## src/rtl/nic_cmdirq_pkg.sv

```systemverilog
package nic_cmdirq_pkg;
  localparam int REG_W  = 16;
  localparam int ADDR_W = 4;

  localparam logic [ADDR_W-1:0] A_CMD    = 4'd0;
  localparam logic [ADDR_W-1:0] A_MASK   = 4'd1;
  localparam logic [ADDR_W-1:0] A_STAT   = 4'd2;
  localparam logic [ADDR_W-1:0] A_CFG    = 4'd3;
  localparam logic [ADDR_W-1:0] A_RXCTL  = 4'd4;
  localparam logic [ADDR_W-1:0] A_TXCTL  = 4'd5;
  localparam logic [ADDR_W-1:0] A_EOB    = 4'd6;
  localparam logic [ADDR_W-1:0] A_REV    = 4'd7;
  localparam int                TALLY_BASE = 8;

  // command bit positions (also the action pulse encoding)
  localparam int B_HALT   = 0;
  localparam int B_TX     = 1;
  localparam int B_RXOFF  = 2;
  localparam int B_RXON   = 3;
  localparam int B_TSTOP  = 4;
  localparam int B_TSTART = 5;
  localparam int B_RST    = 7;
  localparam int B_RSRC   = 8;
  localparam int B_CAM    = 9;

  // status bit that requests a resource fetch when acknowledged
  localparam int B_BUFEX  = 5;

  localparam logic [REG_W-1:0] CMD_KEEP     = 16'h03bf;
  localparam logic [REG_W-1:0] CMD_HW_INIT  = 16'h0094;
  localparam logic [REG_W-1:0] MASK_KEEP    = 16'h7fff;
  localparam logic [REG_W-1:0] CFG_KEEP     = 16'hbfff;
  localparam logic [REG_W-1:0] TXCTL_KEEP   = 16'hf000;
  localparam logic [REG_W-1:0] RXCTL_KEEP   = 16'hffe0;

  // Merge an accepted command into the current command word.
  function automatic logic [REG_W-1:0] cmd_apply(input logic [REG_W-1:0] cur,
                                                 input logic [REG_W-1:0] raw);
    logic [REG_W-1:0] req;
    logic [REG_W-1:0] c;
    req = raw & CMD_KEEP;
    c   = cur | req;
    if (req[B_RXOFF])  c[B_RXON]   = 1'b0;
    if (req[B_RXON])   c[B_RXOFF]  = 1'b0;
    if (req[B_TSTOP])  c[B_TSTART] = 1'b0;
    if (req[B_TSTART]) c[B_TSTOP]  = 1'b0;
    if (req[B_RST]) begin
      c[B_CAM]   = 1'b0;
      c[B_RSRC]  = 1'b0;
      c[B_TX]    = 1'b0;
      c[B_HALT]  = 1'b0;
      c[B_RST]   = 1'b1;
      c[B_RXOFF] = 1'b1;
    end
    return c;
  endfunction

  // Write-one-to-clear limited to set bits, with event sets taking priority.
  function automatic logic [REG_W-1:0] w1c_merge(input logic [REG_W-1:0] cur,
                                                 input logic [REG_W-1:0] clr,
                                                 input logic [REG_W-1:0] set);
    return (cur & ~(clr & cur)) | set;
  endfunction

  function automatic logic [REG_W-1:0] tally_store(input logic [REG_W-1:0] v);
    return ~v;
  endfunction
endpackage

```

## src/rtl/nic_cmd_unit.sv

```systemverilog
module nic_cmd_unit
  import nic_cmdirq_pkg::*;
(
  input  logic             clk,
  input  logic             rst_n,
  input  logic             we_cmd,
  input  logic [REG_W-1:0] wdata,
  input  logic             done_tx,
  input  logic             done_rsrc,
  input  logic             done_cam,
  input  logic             rsrc_ack,
  output logic [REG_W-1:0] cmd_q,
  output logic [REG_W-1:0] act_q,
  output logic             cmd_accept,
  output logic             cmd_leave
);
  logic [REG_W-1:0] done_vec;
  logic [REG_W-1:0] cmd_d;
  logic [REG_W-1:0] act_d;

  assign cmd_leave  = we_cmd && cmd_q[B_RST] && !wdata[B_RST];
  assign cmd_accept = we_cmd && !cmd_leave;

  always_comb begin
    done_vec         = '0;
    done_vec[B_TX]   = done_tx;
    done_vec[B_RSRC] = done_rsrc;
    done_vec[B_CAM]  = done_cam;
  end

  always_comb begin
    cmd_d = cmd_q & ~done_vec;
    act_d = '0;
    if (cmd_leave) begin
      cmd_d[B_RST] = 1'b0;
    end else if (cmd_accept) begin
      cmd_d = cmd_apply(cmd_d, wdata);
      act_d = wdata & CMD_KEEP;
    end
    if (rsrc_ack) act_d[B_RSRC] = 1'b1;
  end

  always_ff @(posedge clk or negedge rst_n) begin
    if (!rst_n) begin
      cmd_q <= CMD_HW_INIT;
      act_q <= '0;
    end else begin
      cmd_q <= cmd_d;
      act_q <= act_d;
    end
  end
endmodule

```

## src/rtl/nic_stat_unit.sv

```systemverilog
module nic_stat_unit
  import nic_cmdirq_pkg::*;
(
  input  logic             clk,
  input  logic             rst_n,
  input  logic             we_mask,
  input  logic             we_stat,
  input  logic [REG_W-1:0] wdata,
  input  logic [REG_W-1:0] evt_set,
  output logic [REG_W-1:0] mask_q,
  output logic [REG_W-1:0] stat_q,
  output logic             rsrc_ack,
  output logic             irq
);
  logic [REG_W-1:0] clr_req;

  assign clr_req  = we_stat ? wdata : '0;
  assign rsrc_ack = we_stat && wdata[B_BUFEX] && stat_q[B_BUFEX];
  assign irq      = |(mask_q & stat_q);

  always_ff @(posedge clk or negedge rst_n) begin
    if (!rst_n) begin
      mask_q <= '0;
      stat_q <= '0;
    end else begin
      if (we_mask) mask_q <= wdata & MASK_KEEP;
      stat_q <= w1c_merge(stat_q, clr_req, evt_set);
    end
  end
endmodule

```

## src/rtl/nic_cfg_bank.sv

```systemverilog
module nic_cfg_bank
  import nic_cmdirq_pkg::*;
#(
  parameter int               N_TALLY   = 3,
  parameter logic [REG_W-1:0] EOB_RESET = 16'h02F8
) (
  input  logic                          clk,
  input  logic                          rst_n,
  input  logic                          host_we,
  input  logic [ADDR_W-1:0]             host_addr,
  input  logic [REG_W-1:0]              wdata,
  input  logic                          in_reset,
  output logic [REG_W-1:0]              cfg_q,
  output logic [REG_W-1:0]              rxctl_q,
  output logic [REG_W-1:0]              txctl_q,
  output logic [REG_W-1:0]              eob_q,
  output logic [N_TALLY-1:0][REG_W-1:0] tally_q
);
  always_ff @(posedge clk or negedge rst_n) begin
    if (!rst_n) begin
      cfg_q   <= '0;
      rxctl_q <= '0;
      txctl_q <= '0;
      eob_q   <= EOB_RESET;
    end else if (host_we) begin
      if (host_addr == A_CFG && in_reset) cfg_q <= wdata & CFG_KEEP;
      if (host_addr == A_RXCTL) rxctl_q <= wdata & RXCTL_KEEP;
      if (host_addr == A_TXCTL) txctl_q <= wdata & TXCTL_KEEP;
      if (host_addr == A_EOB)   eob_q   <= wdata;
    end
  end

  for (genvar g = 0; g < N_TALLY; g++) begin : g_tally
    localparam logic [ADDR_W-1:0] MY_ADDR = ADDR_W'(TALLY_BASE + g);
    always_ff @(posedge clk or negedge rst_n) begin
      if (!rst_n)                              tally_q[g] <= '0;
      else if (host_we && host_addr == MY_ADDR) tally_q[g] <= tally_store(wdata);
    end
  end
endmodule

```

## src/rtl/nic_cmdirq.sv

```systemverilog
module nic_cmdirq
  import nic_cmdirq_pkg::*;
#(
  parameter int               N_TALLY   = 3,
  parameter logic [REG_W-1:0] REV_ID    = 16'h0004,
  parameter logic [REG_W-1:0] EOB_RESET = 16'h02F8
) (
  input  logic              clk,
  input  logic              rst_n,
  input  logic              host_we,
  input  logic [3:0]        host_addr,
  input  logic [15:0]       host_wdata,
  output logic [15:0]       host_rdata,
  input  logic [15:0]       evt_set,
  input  logic              done_tx,
  input  logic              done_rsrc,
  input  logic              done_cam,
  output logic [15:0]       act_pulse,
  output logic              irq
);
  logic [REG_W-1:0] cmd_q, mask_q, stat_q, cfg_q, rxctl_q, txctl_q, eob_q;
  logic [N_TALLY-1:0][REG_W-1:0] tally_q;
  logic we_cmd, we_mask, we_stat;
  logic cmd_accept, cmd_leave, rsrc_ack;

  assign we_cmd  = host_we && host_addr == A_CMD;
  assign we_mask = host_we && host_addr == A_MASK;
  assign we_stat = host_we && host_addr == A_STAT;

  nic_cmd_unit u_cmd (
    .clk(clk), .rst_n(rst_n), .we_cmd(we_cmd), .wdata(host_wdata),
    .done_tx(done_tx), .done_rsrc(done_rsrc), .done_cam(done_cam),
    .rsrc_ack(rsrc_ack), .cmd_q(cmd_q), .act_q(act_pulse),
    .cmd_accept(cmd_accept), .cmd_leave(cmd_leave)
  );

  nic_stat_unit u_stat (
    .clk(clk), .rst_n(rst_n), .we_mask(we_mask), .we_stat(we_stat),
    .wdata(host_wdata), .evt_set(evt_set), .mask_q(mask_q),
    .stat_q(stat_q), .rsrc_ack(rsrc_ack), .irq(irq)
  );

  nic_cfg_bank #(.N_TALLY(N_TALLY), .EOB_RESET(EOB_RESET)) u_cfg (
    .clk(clk), .rst_n(rst_n), .host_we(host_we), .host_addr(host_addr),
    .wdata(host_wdata), .in_reset(cmd_q[B_RST]), .cfg_q(cfg_q),
    .rxctl_q(rxctl_q), .txctl_q(txctl_q), .eob_q(eob_q), .tally_q(tally_q)
  );

  always_comb begin
    host_rdata = '0;
    case (host_addr)
      A_CMD:   host_rdata = cmd_q;
      A_MASK:  host_rdata = mask_q;
      A_STAT:  host_rdata = stat_q;
      A_CFG:   host_rdata = cfg_q;
      A_RXCTL: host_rdata = rxctl_q;
      A_TXCTL: host_rdata = txctl_q;
      A_EOB:   host_rdata = eob_q;
      A_REV:   host_rdata = REV_ID;
      default: begin
        for (int i = 0; i < N_TALLY; i++)
          if (host_addr == ADDR_W'(TALLY_BASE + i)) host_rdata = tally_q[i];
      end
    endcase
  end
endmodule

```

## config.mk

```make
export PLATFORM = sky130hd
export DESIGN_NAME = nic_cmdirq
export DESIGN_NICKNAME = d
export VERILOG_FILES = /design/src/rtl/nic_cmdirq_pkg.sv /design/src/rtl/nic_cmd_unit.sv /design/src/rtl/nic_stat_unit.sv /design/src/rtl/nic_cfg_bank.sv /design/src/rtl/nic_cmdirq.sv
export SDC_FILE = /design/constraint.sdc
export NUM_CORES = 1
export LEC_CHECK = 0
export CORE_MARGIN = 2
export CORE_UTILIZATION = 45
export CTS_CLUSTER_SIZE = 20
export DETAILED_ROUTE_END_ITERATION = 16
export PLACE_DENSITY_LB_ADDON = 0.2
export SETUP_SLACK_MARGIN = 0.15
export SKIP_CTS_REPAIR_TIMING = 1
export SYNTH_ARGS = -nofsm -noshare
export SYNTH_HDL_FRONTEND = slang
export SYNTH_HIERARCHICAL = 1
export SYNTH_SLANG_ARGS = --single-unit
```

## constraint.sdc

```tcl
create_clock -name clk -period 5 [get_ports clk]
set_input_delay 0.5 -clock clk [delete_from_list [all_inputs] [get_ports clk]]
set_output_delay 0.5 -clock clk [all_outputs]
set_load 0.02 [all_outputs]
```

### After elaboration in Yosys (flattened, before gate mapping)

Index checks and enable logic that the tools add are counted.

| word-level totals | value |
|---|---|
| flip-flop bits (word level) | 157 |
| input port bits | 42 |
| output and inout bits | 33 |
| word-level logic and storage cells | 68 |

| cells by class | value |
|---|---|
| equality and inequality tests | 10 |
| muxes and demuxes | 18 |
| bitwise gates (word level) | 9 |
| reduce and logical (&&, ||, !) cells | 20 |

Operator list:

| cell | count |
|---|---|
| $pmux W16 S8 | 1 |
| $mux W16 | 6 |
| $and A16 B16 Y16 | 3 |
| $not A16 Y16 | 2 |
| $and A15 B16 Y16 | 1 |
| $eq A4 B3 Y1 const B | 4 |
| $not A10 Y16 | 1 |
| $or A16 B10 Y16 | 1 |
| $or A16 B16 Y16 | 1 |
| $reduce_or A16 Y1 | 1 |
| $eq A4 B4 Y1 const B | 3 |
| $logic_and A1 B1 Y1 | 12 |
| $mux W10 | 1 |
| $eq A4 B2 Y1 const B | 2 |
| $mux W8 | 1 |
| $reduce_and A2 Y1 | 4 |
| $mux W7 | 1 |
| $mux W1 | 6 |
| $mux W3 | 2 |
| $eq A4 B1 Y1 const B | 1 |
| $logic_not A4 Y1 | 1 |
| $logic_not A1 Y1 | 2 |

### Longest topological paths before layout

Gate-level depths: netlist (run 1).

| depth | value |
|---|---|
| depth after elaboration | 9 |
| mapped depth | 9 |
| mapped depth without buffers | 6 |

### Cells and area by module

Netlist (run 1), hierarchy kept.

Modules (own cells, without submodules):

| module | instances | cells an instance | area an instance (µm²) | seq. area each (µm²) |
|---|---|---|---|---|
| nic_cfg_bank | 1 | 285 | 3831.2 | 2359.8 |
| nic_cmdirq | 1 | 209 | 1640.3 | 0.0 |
| nic_stat_unit | 1 | 94 | 1281.2 | 775.7 |
| nic_cmd_unit | 1 | 68 | 787.0 | 454.2 |

### Worst setup path before layout (run 1)

Ideal clock, no wire load.

| timing path | value |
|---|---|
| path type | input to output |
| from | in host_addr[1] |
| to | out host_rdata[0] |
| arrival | 1604 ps |
| required time | 4500 ps |
| slack | 2896 ps |
| stages | 5 |
| buffers on the path | 3 |
| cells stage by stage | buf_2 -> buf_6 -> clkbuf_1 -> or2_2 -> a21oi_1 |

| between the ends | value |
|---|---|
| word-level cells in the longest chain between the ends | 5 |
| elaborated cells on any way between the ends | 15 |
| classes of those cells | 10 x eq/ne; 4 x mux; 1 x reduce/logical |

Ends and longest elaborated chain:

| what | RTL line | text |
|---|---|---|
| from (decl) | nic_cmdirq.sv:11 | `input logic [3:0] host_addr,` |
| $eq A4 B4 Y1 | nic_cmdirq.sv:62 | `if (host_addr == ADDR_W'(TALLY_BASE + i)) host_rdata = tally_q[i];` |
| $mux W16 (3 in series) | nic_cmdirq.sv:62 |  |
| $pmux W16 S8 (*) | nic_cmdirq.sv:51 | `case (host_addr)` |
| to (decl) | nic_cmdirq.sv:13 | `output logic [15:0] host_rdata,` |

Every way passes the cells marked *; elsewhere a longest branch is shown, timed or not.

### Worst setup path in the final report (run 1)

| timing path | value |
|---|---|
| from | in host_addr[2] |
| to | out host_rdata[0] |

The elaborated chain is that of the path after synthesis.

==> flow_summary.yaml, run 1 <==
sta:
  fin_crit_sh_pct: 73.11
  fin_worst_skew_ns: 0.003021
  fin_setup_tns_ns: 0
  tightest_slew_ns: 1.154
  rsz0062_at_grt: "no"
  timing.fmax_mhz: 273.6
  finalHoldViolCount: 0
  finalCriticalPeriod_ns: 3.655
  setup_violations: 0
  slew_headroom_pct: 22.80
  holdWs_ns: 0.1948
  slew_violations: 0
  finalWorstSetupSlack_ns: 1.345
power:
  clkPwrFrac_pct: 40.7
  switching_power_uw: 907.6
  max-vdd-ir-drop_mv: 0.2266
  sw_frac_of_total_pct: 25.66
  combPwrFrac_pct: 16.9
  p_leak_nw: 3.827
  p_int_mw: 2.629
  seq_power_share_pct: 42.4
  pwr_density_cell_mw_per_mm2: 404.2
setup_path:
  cpMostUsedCell: "a211oi_1"
  critical_path_class: "in2out"
  crit_path_end_kind: "primary output"
  cp_data_arrival_time_ns: 3.16
  worstPathRequired_ns: 4.50
  path_cells: "buf_2 -> buf_4 -> mux2i_1 -> a211oi_1 -> a211oi_1 -> a21oi_1 -> clkdlybuf4s50_1"
  max_stage_delay_ns: 0.67
  crit_path_start_kind: "primary input"
  cp_slowest_cell: "buf_2"
  cp_max_fo: 39
routing:
  drt_drc_violations_left: 0
  drt_pass1_iterations: 5
  wl_mm: 20.21
  drt_iter0_markers: 597
  via_count: 5388
  routedWlPerCell_um: 21.75
  detail-route-antenna-nets: 0
  via_per_inst: 5.800
clocking:
  cts_sinks: 143
  numCtsBuffers: 17
  cts_tree: "yes"
  cts_buffer_depth: 2
  h-tree-depth: 4
  clock_latency_ns: 0.43
  cts-root-buf: "clkbuf_16"
  path_clk_slew_ns: 0.06
global_routing:
  antenna_found_initial: 0
  grt_max_degree: 101
  gr-total-overflow: 0
  grt_usage_pct: 23.74
  grt_pass1_vias: 5477
  grt_pass1_wl_mm: 32.05
yosys:
  netlist_area_mm2: 0.007536
  syn_avg_cell_area_um2: 11.51
  synthCells: 655
  yosys_warnings: 6
cells_and_area:
  nets: 738
  fin_util_pct: 53.14
  n_antenna_cell: 0
  drive_gt1_share_pct: 22.71
  fillerInstances: 1449
  area_growth_pct: 16.10
die:
  die_x_um: 133.4
  fp-row-count: 47
  core-area_mm2: 0.01647
  dieArea_mm2: 0.01780
  initial_core_util_pct: 45.77
  io_pins: 75
  die_y_um: 133.4
run:
  maxCapViolations: 0
placement:
  dp_hpwl_mm: 13.04
  dp_slack_ns: 1.401
  io_buffers: 67
  gp_congestion: 0.8273
worst_hold_path:
  hold_class: "in2async"
outcome:
  outcome: "complete, no violations"
==> metal layers <==
metal | GRT usage [%] | up-vias | wire [um]
met1 | 32.83 | 2764 | 9235
met5 | 0 | - | 0
met3 | 4.338 | 32 | 962
met4 | 9.220 | 0 | 537
li1 | - | 2421 | -
met2 | 37.31 | 171 | 9472
==> final timing paths <==
check / end / cells after the start / slack, ns / from
worst max-delay path: host_rdata[0] / 7 / 1.34 / host_addr[2]
worst min-delay path: u_cfg/tally_q[18]$_DFFE_PN0P_ / 1 / 0.19 / rst_n
worst max register to register: u_cfg/cfg_q[13]$_DFFE_PN0P_ / 3 / 2.76 / u_cmd/cmd_q[7]$_DFFE_PN1P_
worst min register to register: u_stat/stat_q[15]$_DFF_PN0_ / 1 / 0.49 / u_stat/stat_q[15]$_DFF_PN0_
max in group asynchronous: u_cmd/act_q[1]$_DFF_PN0_ / 2 / 3.62 / rst_n
min in group clk: u_stat/stat_q[15]$_DFF_PN0_ / 1 / 0.49 / u_stat/stat_q[15]$_DFF_PN0_
==> through the flow <==
| step | std cells | total power [mW] | instance area (um2) |
|---|---|---|---|
| 2_1_floorplan | 685 | 1.905 | 7649 |
| 3_5_place_dp | 897 | 2.107 | 8080 |
| 3_3_place_gp | 897 | 2.079 | 8080 |
| 5_1_grt | 929 | 3.685 | 8750 |
| 6_report | 929 | 3.537 | 8750 |
| 4_1_cts | 929 | 3.556 | 8750 |
==> worst max-delay path: cells and delay by family <==
family / cells / cell delay (ns)
AO/OA/AOI/OAI: 3 / 0.63
buffers and inverters: 3 / 1.86
multiplexers: 1 / 0.13
==> power by group through the flow <==
| stage | Clock (mW) | Sequential, mW | Combinational, mW |
|---|---|---|---|
| after detailed placement | 0 | 1.52 | 0.591 |
| after global routing | 1.51 | 1.52 | 0.654 |
| after CTS | 1.46 | 1.50 | 0.596 |
| after global placement | 0 | 1.51 | 0.573 |
| final | 1.44 | 1.50 | 0.597 |
| after floorplan | 0 | 1.47 | 0.434 |
==> cells in the final DEF (no fill, tap or decap), drive strengths merged, types with 14 or more instances in the layout <==
cell type	instances
dfrtp	134
o21ai	32
clkbuf	20
buf	16
nand2	22
clkdlybuf4s50	63
a21oi	41
mux2i	48
o31ai	43
conb	33
nor2	14
inv	17
mux2	75
a22oi	19
a211oi	25
a21o	18
==> registers in the layout, indices dropped and copies added, names as in the netlist <==
register	cells
u_cfg/tally_q	48
u_stat/stat_q	16
u_cfg/cfg_q	15
u_cfg/txctl_q	4
u_cfg/rxctl_q	11
u_cmd/cmd_q	9
u_stat/mask_q	15
u_cfg/eob_q	16
u_cmd/act_q	9
==> final cells by class <==
cell class	count	area (um2)	share of cell area (%)
flip-flops and latches	143	3590	41.03
multi-input cells	438	3392	38.77
inverters	17	63.81	0.7293
clock buffers	20	456.7	5.220
well taps	220	275.3	3.146
repair buffers	79	759.5	8.680
clock inverters	12	212.7	2.431
No activity file was read; power rests on OpenSTA's default activity.
==> inputs of run 2 (changes only) <==
==> constraint.sdc (replaced) <==
create_clock -name clk -period 3.6 [get_ports clk]
set_input_delay 0.36 -clock clk [delete_from_list [all_inputs] [get_ports clk]]
set_output_delay 0.36 -clock clk [all_outputs]
set_load 0.02 [all_outputs]
==> flow_summary.yaml, run 2 (synthesis results as in run 1) <==
clocking:
  cts_tree: "yes"
  numCtsBuffers: 17
  cts_sinks: 143
  cts_buffer_depth: 2
  path_clk_slew_ns: 0.06
  h-tree-depth: 4
  clock_latency_ns: 0.42
  cts-root-buf: "clkbuf_16"
cells_and_area:
  final_area_mm2: 0.008818
  fin_util_pct: 53.56
  drive_gt1_share_pct: 23.54
  reg_top3: "u_cfg/tally_q x48, u_cfg/eob_q x16, u_stat/stat_q x16"
  nets: 747
  multiInputGateArea_mm2: 0.003392
  seqCellArea_mm2: 0.003590
  final_cell_mix: "134 x dfrtp_1, 63 x mux2_2, 63 x clkdlybuf4s50_1"
  n_antenna_cell: 0
  fillerInstances: 1474
  layout_commonest_cell: "dfrtp_1"
  largest_reg_flops: 48
  area_growth_pct: 17.02
  top_register: "u_cfg/tally_q"
routing:
  wl_mm: 20.19
  drt_pass1_iterations: 5
  routedWlPerCell_um: 21.52
  via_count: 5348
  detail-route-antenna-nets: 0
  via_per_inst: 5.701
  drt_iter0_markers: 527
  drt_drc_violations_left: 0
outcome:
  outcome: "complete, no violations"
placement:
  dpl-instance-area_mm2: 0.008148
  io_buffers: 67
  dp_slack_ns: 0.5802
  dp_hpwl_mm: 13.44
  gp_congestion: 0.8256
setup_path:
  crit_path_end_kind: "primary output"
  regToRegSetupSlack_ns: 1.38
  max_stage_delay_ns: 0.66
  worstPathRequired_ns: 3.24
  cp_max_fo: 27
  critical_path_class: "in2out"
  crit_path_start_kind: "primary input"
  cp_data_arrival_time_ns: 2.71
  cp_slowest_cell: "clkdlybuf4s50_1"
  path_cells: "buf_2 -> nor2_2 -> a22oi_1 -> or2_2 -> a21oi_1 -> clkdlybuf4s50_1"
power:
  pwr_density_cell_mw_per_mm2: 559.4
  p_leak_nw: 3.865
  power_mw: 4.933
  max-vdd-ir-drop_mv: 0.3484
sta:
  setup_violations: 0
  finalCriticalPeriod_ns: 3.067
  fin_crit_sh_pct: 85.19
  finalWorstSetupSlack_ns: 0.5331
  slew_headroom_pct: 36.93
  timing.fmax_mhz: 326.1
  fin_setup_tns_ns: 0
  rsz0062_at_grt: "no"
  fin_worst_skew_ns: 0.003482
  slew_violations: 0
  finalHoldViolCount: 0
  tightest_slew_ns: 0.9461
worst_hold_path:
  hold_class: "in2async"
die:
  io_pins: 75
  die_x_um: 133.4
  fp-row-count: 47
  dieArea_mm2: 0.01780
  initial_core_util_pct: 45.77
  core-area_mm2: 0.01647
  die_y_um: 133.4
global_routing:
  gr-total-overflow: 0
  grt_pass1_wl_mm: 31.91
  grt_pass1_vias: 5491
  antenna_found_initial: 0
  grt_max_degree: 102
  grt_usage_pct: 23.67
run:
  maxCapViolations: 0
==> run 2: layout make-up <==
| cell class | count | share of cell area (%) |
|---|---|---|
| Sequential cell | 143 | 40.71 |
| Clock inverter | 11 | 2.384 |
| Clock buffer | 21 | 5.221 |
| Tap cell | 220 | 3.121 |
| Inverter | 17 | 0.7236 |
| Multi-Input combinational cell | 438 | 38.46 |
| Timing Repair Buffer | 88 | 9.379 |
==> run 2: critical path: cells and delay by family <==
kind | cells | cell delay (ns)
AOI/OAI and AO/OA | 2 | 0.44
and+or+nand+nor | 2 | 0.92
buffers and inverters | 2 | 0.97
==> run 2: stage by stage <==
stage          std cells  hold slack (ns)
2_1_floorplan        685          0.06441
3_3_place_gp         906           0.4734
3_5_place_dp         906           0.4799
4_1_cts              938          0.09537
5_1_grt              938           0.1414
6_report             938          0.06790
==> run 2: path summary, 6_finish.rpt <==
path,start,endpoint,cells after the start
max,host_addr[2],host_rdata[5],6
min,rst_n,u_cmd/act_q[0]$_DFF_PN0_,1
max reg2reg,u_cmd/cmd_q[7]$_DFFE_PN1P_,u_cfg/cfg_q[13]$_DFFE_PN0P_,3
min reg2reg,u_stat/stat_q[15]$_DFF_PN0_,u_stat/stat_q[15]$_DFF_PN0_,1
max in group asynchronous,rst_n,u_cfg/eob_q[3]$_DFFE_PN1P_,2
min in group clk,u_stat/stat_q[15]$_DFF_PN0_,u_stat/stat_q[15]$_DFF_PN0_,1
==> run 2: layer usage <==
layer,track usage (%),routed length [um]
met5,0,0
met4,9.634,537
met3,5.365,1255
met2,35.54,9426
met1,33.31,8968
==> run 2: where the power goes <==
part / leakage (nW) / switching (mW) / internal (mW)
clock: 0.323 / 0.679 / 1.33
combinational: 1.83 / 0.410 / 0.419
sequential: 1.71 / 0.184 / 1.91
==> inputs of run 3 (changes only) <==
--- a/config.mk
+++ b/config.mk
@@ -10,6 +10,7 @@
 export CTS_CLUSTER_SIZE = 20
 export DETAILED_ROUTE_END_ITERATION = 16
 export PLACE_DENSITY_LB_ADDON = 0.2
+export REMOVE_ABC_BUFFERS = 1
 export SETUP_SLACK_MARGIN = 0.15
 export SKIP_CTS_REPAIR_TIMING = 1
 export SYNTH_ARGS = -nofsm -noshare
==> constraint.sdc (replaced) <==
create_clock -name clk -period 3.6 [get_ports clk]
set_input_delay 0.54 -clock clk [delete_from_list [all_inputs] [get_ports clk]]
set_output_delay 0.54 -clock clk [all_outputs]
set_load 0.02 [all_outputs]
==> flow_summary.yaml, run 3 (synthesis results as in run 1) <==
die:
  die_x_um: 133.4
  die_y_um: 133.4
  dieArea_mm2: 0.01780
  io_pins: 75
  fp-row-count: 47
  core-area_mm2: 0.01647
  initial_core_util_pct: 45.77
sta:
  rsz0062_at_grt: "no"
  fin_crit_sh_pct: 86.98
  slew_headroom_pct: 46.08
  finalHoldViolCount: 0
  finalCriticalPeriod_ns: 3.131
  setup_violations: 0
  fin_setup_tns_ns: 0
  slew_violations: 0
  fin_worst_skew_ns: 0.006445
  timing.fmax_mhz: 319.3
  tightest_slew_ns: 0.8088
  finalWorstSetupSlack_ns: 0.4686
global_routing:
  met2_usage_pct: 37.14
  gr-total-overflow: 0
  grt_pass1_wl_mm: 31.33
  grt_max_degree: 88
  grt_usage_pct: 22.91
  grt_busiest_layer: "met2"
  grtUsageMet1_pct: 32.16
  grt_pass1_vias: 5491
  grt_util_met3_pct: 4.072
  antenna_found_initial: 0
run:
  maxCapViolations: 0
cells_and_area:
  top_register: "u_cfg/tally_q"
  n_antenna_cell: 0
  layout_commonest_cell: "dfrtp_1"
  area_growth_pct: 17.62
  final_cell_mix: "134 x dfrtp_1, 63 x mux2_2, 63 x clkdlybuf4s50_1"
  reg_top3: "u_cfg/tally_q x48, u_cfg/eob_q x16, u_stat/stat_q x16"
  drive_gt1_share_pct: 24.93
  largest_reg_flops: 48
  nets: 759
routing:
  drt_iter0_markers: 517
  routedWlPerCell_um: 20.62
  wl_mm: 19.59
  drt_drc_violations_left: 0
  via_per_inst: 5.711
  via_count: 5425
  drt_pass1_iterations: 5
  detail-route-antenna-nets: 0
clocking:
  path_clk_slew_ns: 0.06
  numCtsBuffers: 17
  cts-root-buf: "clkbuf_16"
  h-tree-depth: 4
  cts_buffer_depth: 2
  cts_tree: "yes"
  clock_latency_ns: 0.42
  cts_sinks: 143
power:
  p_leak_nw: 3.903
  pwr_density_cell_mw_per_mm2: 525.4
  max-vdd-ir-drop_mv: 0.3567
setup_path:
  r2r-end: "u_cfg/cfg_q[11]$_DFFE_PN0P_"
  cp_max_fo: 16
  worstPathRequired_ns: 3.06
  r2r_start: "u_cmd/cmd_q[7]$_DFFE_PN1P_"
  crit_path_end_kind: "primary output"
  cp.buffers_inverters: 3
  regToRegSetupSlack_ns: 1.67
  max_stage_delay_ns: 0.56
  critical_path_class: "in2out"
  path_cells: "clkdlybuf4s50_1 -> buf_4 -> nor2b_1 -> mux4_2 -> nand2b_1 -> a32oi_1 -> clkdlybuf4s50_1"
  crit_family: "buffers and inverters"
  crit_path_start_kind: "primary input"
  cp_slowest_cell: "clkdlybuf4s50_1"
  reg2regPathDepth: 4
  cp_data_arrival_time_ns: 2.59
  cpMostUsedCell: "clkdlybuf4s50_1"
placement:
  dp_slack_ns: 0.4598
  dp_hpwl_mm: 12.89
  gp_congestion: 0.8299
  io_buffers: 67
outcome:
  outcome: "complete, no violations"
worst_hold_path:
  hold_class: "in2async"
[run 3: how the worst max path moves through the flow]
stage,startpoint,to,slack (ns),cells past startpoint
after floorplan,host_addr[3],u_stat/mask_q[14]$_DFFE_PN0P_,1.37,4
after global placement,host_addr[3],host_rdata[12],0.49,6
after detailed placement,host_addr[3],host_rdata[3],0.46,7
after CTS,host_addr[3],host_rdata[3],0.45,7
after global routing,host_addr[3],host_rdata[12],0.34,6
final,host_addr[3],host_rdata[3],0.47,7
[run 3: routing by layer]
| layer | share of wire (%) | vias to the layer above | wire length, um |
|---|---|---|---|
| met5 | 0 | - | 0 |
| met4 | 1.4 | 0 | 267 |
| met3 | 4.1 | 19 | 795 |
| met2 | 48 | 148 | 9466 |
| met1 | 46 | 2798 | 9060 |
| li1 | - | 2460 | - |
[run 3: worst reg2reg max path: cells and delay by family (launching register included)]
kind	cells	cell delay (ns)
DFF	1	0.60
muxes	1	0.35
buffers and inverters	1	0.21
and+or+nand+nor	2	0.65
[run 3: cell type report]
cell class | instances | area (um2)
clock buffers | 22 | 474.2
clock inverters | 10 | 111.4
fillers | 1424 | 7602
inverters | 17 | 63.81
multi-input cells | 438 | 3395
flip-flops and latches | 143 | 3590
well taps | 220 | 275.3
repair buffers | 100 | 954.7
[run 3: where the power goes]
| part | total (mW) | internal, mW | switching, mW | leakage [nW] |
|---|---|---|---|---|
| clock network | 1.75 | 1.07 | 0.679 | 0.294 |
| registers | 2.07 | 1.91 | 0.166 | 1.71 |
| logic | 0.831 | 0.427 | 0.404 | 1.90 |
[run 3: through the flow]
| stage | utilization, % | hold slack, ns | cells | area [um2] | total power, mW |
|---|---|---|---|---|---|
| floorplan | - | 0.2444 | 598 | 7041 | 2.562 |
| finish | 53.83 | 0.1842 | 950 | 8864 | 4.657 |
| CTS | 53.83 | 0.2211 | 950 | 8864 | 4.685 |
| global placement | 50.27 | 0.4610 | 918 | 8278 | 2.889 |
| detailed placement | 50.27 | 0.4722 | 918 | 8278 | 2.927 |
| global route | 53.83 | 0.2485 | 950 | 8864 | 4.874 |
